**src/rtl/irq_hub_pkg.sv**
```systemverilog
package irq_hub_pkg;
  localparam int IRQ_W = 16;
  localparam int LVL_W = 4;
  localparam logic [IRQ_W-1:0] IRQ_VALID = 16'hFFFE;

  // highest set bit number among 15..1, zero when none
  function automatic logic [LVL_W-1:0] top_bit(input logic [IRQ_W-1:0] v);
    logic [LVL_W-1:0] r;
    r = '0;
    for (int i = 1; i < IRQ_W; i++)
      if (v[i]) r = LVL_W'(i);
    return r;
  endfunction

  // high group wins whenever it has anything in it
  function automatic logic [IRQ_W-1:0] pick_group(input logic [IRQ_W-1:0] cand,
                                                  input logic [IRQ_W-1:0] hi_sel);
    logic [IRQ_W-1:0] hi;
    hi = cand & hi_sel;
    return (hi != '0) ? hi : (cand & ~hi_sel);
  endfunction

  // set from the low half, clear from the high half; clear dominates
  function automatic logic [IRQ_W-1:0] force_merge(input logic [IRQ_W-1:0] old,
                                                   input logic [31:0] wd);
    return (old | wd[IRQ_W-1:0]) & ~wd[31:16] & IRQ_VALID;
  endfunction
endpackage

```
**src/rtl/irq_hub_sync.sv**
```systemverilog
module irq_hub_sync
  import irq_hub_pkg::*;
#(
  parameter int STAGES = 2
) (
  input  logic             clk,
  input  logic             rst_n,
  input  logic [IRQ_W-1:0] irq_in,
  output logic [IRQ_W-1:0] rise
);
  logic [IRQ_W-1:0] stg [STAGES+1];

  always_ff @(posedge clk) begin
    if (!rst_n) begin
      for (int k = 0; k <= STAGES; k++) stg[k] <= '0;
    end else begin
      stg[0] <= irq_in;
      for (int k = 1; k <= STAGES; k++) stg[k] <= stg[k-1];
    end
  end

  assign rise = stg[STAGES-1] & ~stg[STAGES] & IRQ_VALID;
endmodule

```
**src/rtl/irq_hub_cpu.sv**
```systemverilog
module irq_hub_cpu
  import irq_hub_pkg::*;
(
  input  logic             clk,
  input  logic             rst_n,
  input  logic [IRQ_W-1:0] pend,
  input  logic [IRQ_W-1:0] hi_sel,
  input  logic [31:0]      wdata,
  input  logic             mask_wr,
  input  logic             force_wr,
  input  logic             alias_wr,
  input  logic             ext_wr,
  input  logic             ack_hit,
  input  logic [IRQ_W-1:0] ack_bits,
  input  logic [IRQ_W-1:0] bc_set,
  output logic [IRQ_W-1:0] mask_q,
  output logic [IRQ_W-1:0] force_q,
  output logic [3:0]       ext_q,
  output logic [IRQ_W-1:0] cand,
  output logic [LVL_W-1:0] level
);
  logic [IRQ_W-1:0] force_n;

  always_comb begin
    force_n = force_q;
    if (alias_wr)      force_n = wdata[IRQ_W-1:0] & IRQ_VALID;
    else if (force_wr) force_n = force_merge(force_q, wdata);
    if (ack_hit)       force_n = force_n & ~ack_bits;
    force_n = (force_n | bc_set) & IRQ_VALID;
  end

  assign cand = (pend | force_q) & mask_q;

  always_ff @(posedge clk) begin
    if (!rst_n) begin
      mask_q  <= '0;
      force_q <= '0;
      ext_q   <= '0;
      level   <= '0;
    end else begin
      if (mask_wr) mask_q <= wdata[IRQ_W-1:0] & IRQ_VALID;
      if (ext_wr)  ext_q  <= wdata[3:0];
      force_q <= force_n;
      level   <= top_bit(pick_group(cand, hi_sel));
    end
  end
endmodule

```
**src/rtl/irq_hub.sv**
```systemverilog
module irq_hub
  import irq_hub_pkg::*;
#(
  parameter int NCPU   = 2,
  parameter int STAGES = 2,
  localparam int CPU_W = (NCPU > 1) ? $clog2(NCPU) : 1
) (
  input  logic                  clk,
  input  logic                  rst_n,
  input  logic                  psel,
  input  logic                  penable,
  input  logic                  pwrite,
  input  logic [7:0]            paddr,
  input  logic [31:0]           pwdata,
  output logic [31:0]           prdata,
  input  logic [IRQ_W-1:0]      irq_in,
  input  logic                  ack_valid,
  input  logic [CPU_W-1:0]      ack_cpu,
  input  logic [3:0]            ack_num,
  output logic [NCPU*LVL_W-1:0] irq_level
);
  logic [IRQ_W-1:0] rise, pend_q, hi_q, bcast_q, ack_bits, bc_set, clr_bits;
  logic [IRQ_W-1:0] mask_v [NCPU];
  logic [IRQ_W-1:0] force_v [NCPU];
  logic [IRQ_W-1:0] cand_v [NCPU];
  logic [3:0]       ext_v [NCPU];
  logic             wr_en, wr_hi, wr_pend, wr_alias, wr_clr, wr_bc;
  logic [IRQ_W-1:0] force0_w, cand0_w;

  irq_hub_sync #(.STAGES(STAGES)) u_sync (
    .clk(clk), .rst_n(rst_n), .irq_in(irq_in), .rise(rise)
  );

  assign wr_en    = psel && penable && pwrite && (paddr[1:0] == 2'b00);
  assign wr_hi    = wr_en && (paddr == 8'h00);
  assign wr_pend  = wr_en && (paddr == 8'h04);
  assign wr_alias = wr_en && (paddr == 8'h08);
  assign wr_clr   = wr_en && (paddr == 8'h0C);
  assign wr_bc    = wr_en && (paddr == 8'h14);

  assign ack_bits = ack_valid ? (IRQ_W'(1) << ack_num) : '0;
  assign clr_bits = wr_clr ? pwdata[IRQ_W-1:0] : '0;
  assign bc_set   = rise & bcast_q;

  always_ff @(posedge clk) begin
    if (!rst_n) begin
      pend_q  <= '0;
      hi_q    <= '0;
      bcast_q <= '0;
    end else begin
      pend_q <= ((pend_q & ~clr_bits & ~ack_bits) | (rise & ~bcast_q)) & IRQ_VALID;
      if (wr_hi) hi_q    <= pwdata[IRQ_W-1:0] & IRQ_VALID;
      if (wr_bc) bcast_q <= pwdata[IRQ_W-1:0] & IRQ_VALID;
    end
  end

  for (genvar p = 0; p < NCPU; p++) begin : g_cpu
    logic slot_hit;
    assign slot_hit = wr_en && (paddr[5:2] == 4'(p));
    irq_hub_cpu u_cpu (
      .clk(clk), .rst_n(rst_n), .pend(pend_q), .hi_sel(hi_q), .wdata(pwdata),
      .mask_wr (slot_hit && (paddr[7:6] == 2'b01)),
      .force_wr(slot_hit && (paddr[7:6] == 2'b10)),
      .alias_wr(wr_alias && (p == 0)),
      .ext_wr  (slot_hit && (paddr[7:6] == 2'b11)),
      .ack_hit (ack_valid && (ack_cpu == CPU_W'(p))),
      .ack_bits(ack_bits), .bc_set(bc_set),
      .mask_q(mask_v[p]), .force_q(force_v[p]), .ext_q(ext_v[p]),
      .cand(cand_v[p]), .level(irq_level[p*LVL_W +: LVL_W])
    );
  end

  assign force0_w = force_v[0];
  assign cand0_w  = cand_v[0];

  always_comb begin
    prdata = '0;
    if (paddr[1:0] == 2'b00) begin
      if (paddr[7:6] == 2'b00) begin
        case (paddr[5:0])
          6'h00:   prdata = 32'(hi_q);
          6'h04:   prdata = 32'(pend_q);
          6'h08:   prdata = 32'(force_v[0]);
          6'h14:   prdata = 32'(bcast_q);
          default: prdata = '0;
        endcase
      end else begin
        for (int p = 0; p < NCPU; p++) begin
          if (paddr[5:2] == 4'(p)) begin
            case (paddr[7:6])
              2'b01:   prdata = 32'(mask_v[p]);
              2'b10:   prdata = 32'(force_v[p]);
              default: prdata = 32'(ext_v[p]);
            endcase
          end
        end
      end
    end
  end
endmodule

```
**config.mk**
```make
export PLATFORM = sky130hd
export DESIGN_NAME = irq_hub
export DESIGN_NICKNAME = d
export VERILOG_FILES = /design/src/rtl/irq_hub_pkg.sv /design/src/rtl/irq_hub_sync.sv /design/src/rtl/irq_hub_cpu.sv /design/src/rtl/irq_hub.sv
export SDC_FILE = /design/constraint.sdc
export NUM_CORES = 1
export LEC_CHECK = 0
export BUFFER_PORTS_ARGS = -buffer_cell sky130_fd_sc_hd__buf_2
export CAP_MARGIN = 25
export CORE_ASPECT_RATIO = 0.6
export CORE_MARGIN = 10
export CORE_UTILIZATION = 40
export DETAILED_ROUTE_END_ITERATION = 8
export GPL_TIMING_DRIVEN = 0
export MAX_ROUTING_LAYER = met4
export PLACE_DENSITY = 0.71
export RECOVER_POWER = 100
export SLEW_MARGIN = 10
export SYNTH_ARGS = -nofsm -noshare
export SYNTH_HDL_FRONTEND = slang
export SYNTH_HIERARCHICAL = 1
export SYNTH_SLANG_ARGS = --single-unit
```
**constraint.sdc**
```tcl
create_clock -name clk -period 2.5 [get_ports clk]
set_input_delay 0.375 -clock clk [delete_from_list [all_inputs] [get_ports clk]]
set_output_delay 0.375 -clock clk [all_outputs]
set_load 0.03 [all_outputs]
```
==> impl_metrics.toml <==
[timing]
max_freq_ghz = 0.3839
timing.final.ws_setup_ns = -0.1049
finClkSkew_ns = 0.008516
finalCriticalPeriod_ns = 2.605
slew_headroom_pct = 22.72
worst_pin_slew_ns = 1.159
slew_violations = 0
rsz0062_at_grt = "yes"
min_period_over_period_pct = 104.2
timing.hold.ws_ns = 0.1295
setup-violations-final = 10
finalHoldViolations = 0
fin_tns_setup_ns = -0.3532

[placed_design]
dpl.hpwl_um = 30590
io_buffer_count = 86
place_area_um2 = 10050
post-place-ws_ns = -1.186
routabilityCongestion = 1.040

[route]
via_count = 9380
drt_iter0_drc = 1415
wirelength_um = 41440
routedWlPerCell_um = 27.50
route.detailed.drc = 0
viasPerCell = 6.224
antenna_left = 0
dr.pass1.iters = 7

[worst_setup_path]
critPathArrivalTime_ns = 2.99
path_max_fanout = 6
cp-end-kind = "flip-flop"
crit_required_ns = 2.89
startpoint_type = "flip-flop"
critPathKind = "reg -> reg"

[grt]
overflow = 0
grt_pass1_wl_um = 58940
grt_use_total_pct = 27.95
antenna_found_initial = 1
first_global_vias = 8754
grt_max_degree = 19

[floorplanning]
fp.coreArea_um2 = 22280
die-area_um2 = 29520
die_w_um = 215.3
rows = 42
io_pins = 107
initial_core_util_pct = 41.07
die_y_um = 137.2

[power]
vdd_drop_max_mv = 0.4345
p_per_area_nw_per_um2 = 558.2
p_leak_nw = 4.020

[clocking]
cts-root-buf = "clkbuf_16"
cts_htree_levels = 4
ctsHoldBuffers = 0
clock_sinks = 166
cts_buffer_depth = 2
cts_made_buffers = 17
path_clk_slew_ns = 0.08
tritoncts = "built"
clk_latency_ns = 0.45

[cells_and_area]
fin_util_pct = 49.05
postLayoutCellArea_um2 = 10930
areaGrowthSynthToFinish_pct = 19.44
final_common_cell = "dfxtp_1"
fillers = 2225
nets = 1256
drive_gt1_share_pct = 23.04
layout.cells.most_common_list = "dfxtp_1, nand2_1, o21a_1, buf_2, mux2i_1"

[synth]
synth_warnings = 6
syn_avg_cell_area_um2 = 8.731
synthCells = 1048
syn_area_um2 = 9150

[run]
drv_cap = 0

[outcome]
violations = "setup timing"
status = "complete, but fails checks"

[min_path]
hold_class = "in -> reg"
[worst max-delay path, stage by stage (launching register included)]
cell	delay [ns]
dfxtp_4	0.36
o211ai_1	0.35
nand4_1	0.33
nor4_4	0.47
buf_6	0.21
buf_6	0.12
o21a_4	0.20
nor2_1	0.09
a31oi_1	0.25
o21a_1	0.16
[state kept, by name, indices dropped and copies added, names as in the netlist]
register	flops
bcast_q	15
g_cpu.u_cpu/force_q	30
hi_q	15
g_cpu.u_cpu/mask_q	30
u_sync/stg	45
pend_q	15
g_cpu.u_cpu/ext_q	8
g_cpu.u_cpu/level	8
[cell type report]
cell class                      count  area, µm²  area share, %
Inverter                           11      41.29         0.3778
Clock inverter                     13      143.9          1.317
Multi-Input combinational cell    795       5458          49.94
Clock buffer                       19      442.9          4.053
Buffer                             90      555.5          5.083
Tap cell                          308      385.4          3.526
Antenna cell                        1      2.502        0.02290
Sequential cell                   166       3328          30.45
Timing Repair Buffer              104      571.8          5.232
[power breakdown]
group          switching (W)  internal, W  total (W)
Clock                0.00120      0.00151    0.00271
Combinational       0.000424     0.000212   0.000636
Sequential         0.0000508      0.00270    0.00275
[stage by stage]
step | instances | total power [W]
floorplan | 1066 | 0.003132
global placement | 1460 | 0.003377
detailed placement | 1462 | 0.003386
CTS | 1496 | 0.006068
global route | 1507 | 0.006254
finish | 1507 | 0.006101
[per-layer routing]
| layer | share of wire [%] | global-route usage [%] | up-vias |
|---|---|---|---|
| met5 | 0 | - | - |
| met3 | 16 | 12.72 | 91 |
| li1 | - | - | 4123 |
| met4 | 2.6 | 6.890 | 0 |
| met2 | 37 | 36.18 | 724 |
| met1 | 44 | 37.90 | 4442 |
[repair_timing]
item / 4_1_cts / 5_1_grt
gates cloned: 0 / 1
pin swaps: 4 / 11
hold endpoints to repair: 0 / 0
resized for setup: 37 / 56
endpoints found under the setup margin: 68 / 67
buffers inserted: 5 / 10
[worst paths after layout]
kind | end | startpoint | slack, ns | cells after the start
min reg2reg | u_sync/stg[0][25]$_SDFF_PN0_ | u_sync/stg[0][9]$_SDFF_PN0_ | 0.44 | 1
max reg2reg | g_cpu[1].u_cpu/level[2]$_SDFF_PN0_ | pend_q[12]$_SDFF_PN0_ | -0.10 | 9
min | u_sync/stg[0][1]$_SDFF_PN0_ | irq_in[1] | 0.13 | 2
max | g_cpu[1].u_cpu/level[2]$_SDFF_PN0_ | pend_q[12]$_SDFF_PN0_ | -0.10 | 9
Power figures use the tool's default switching activity.
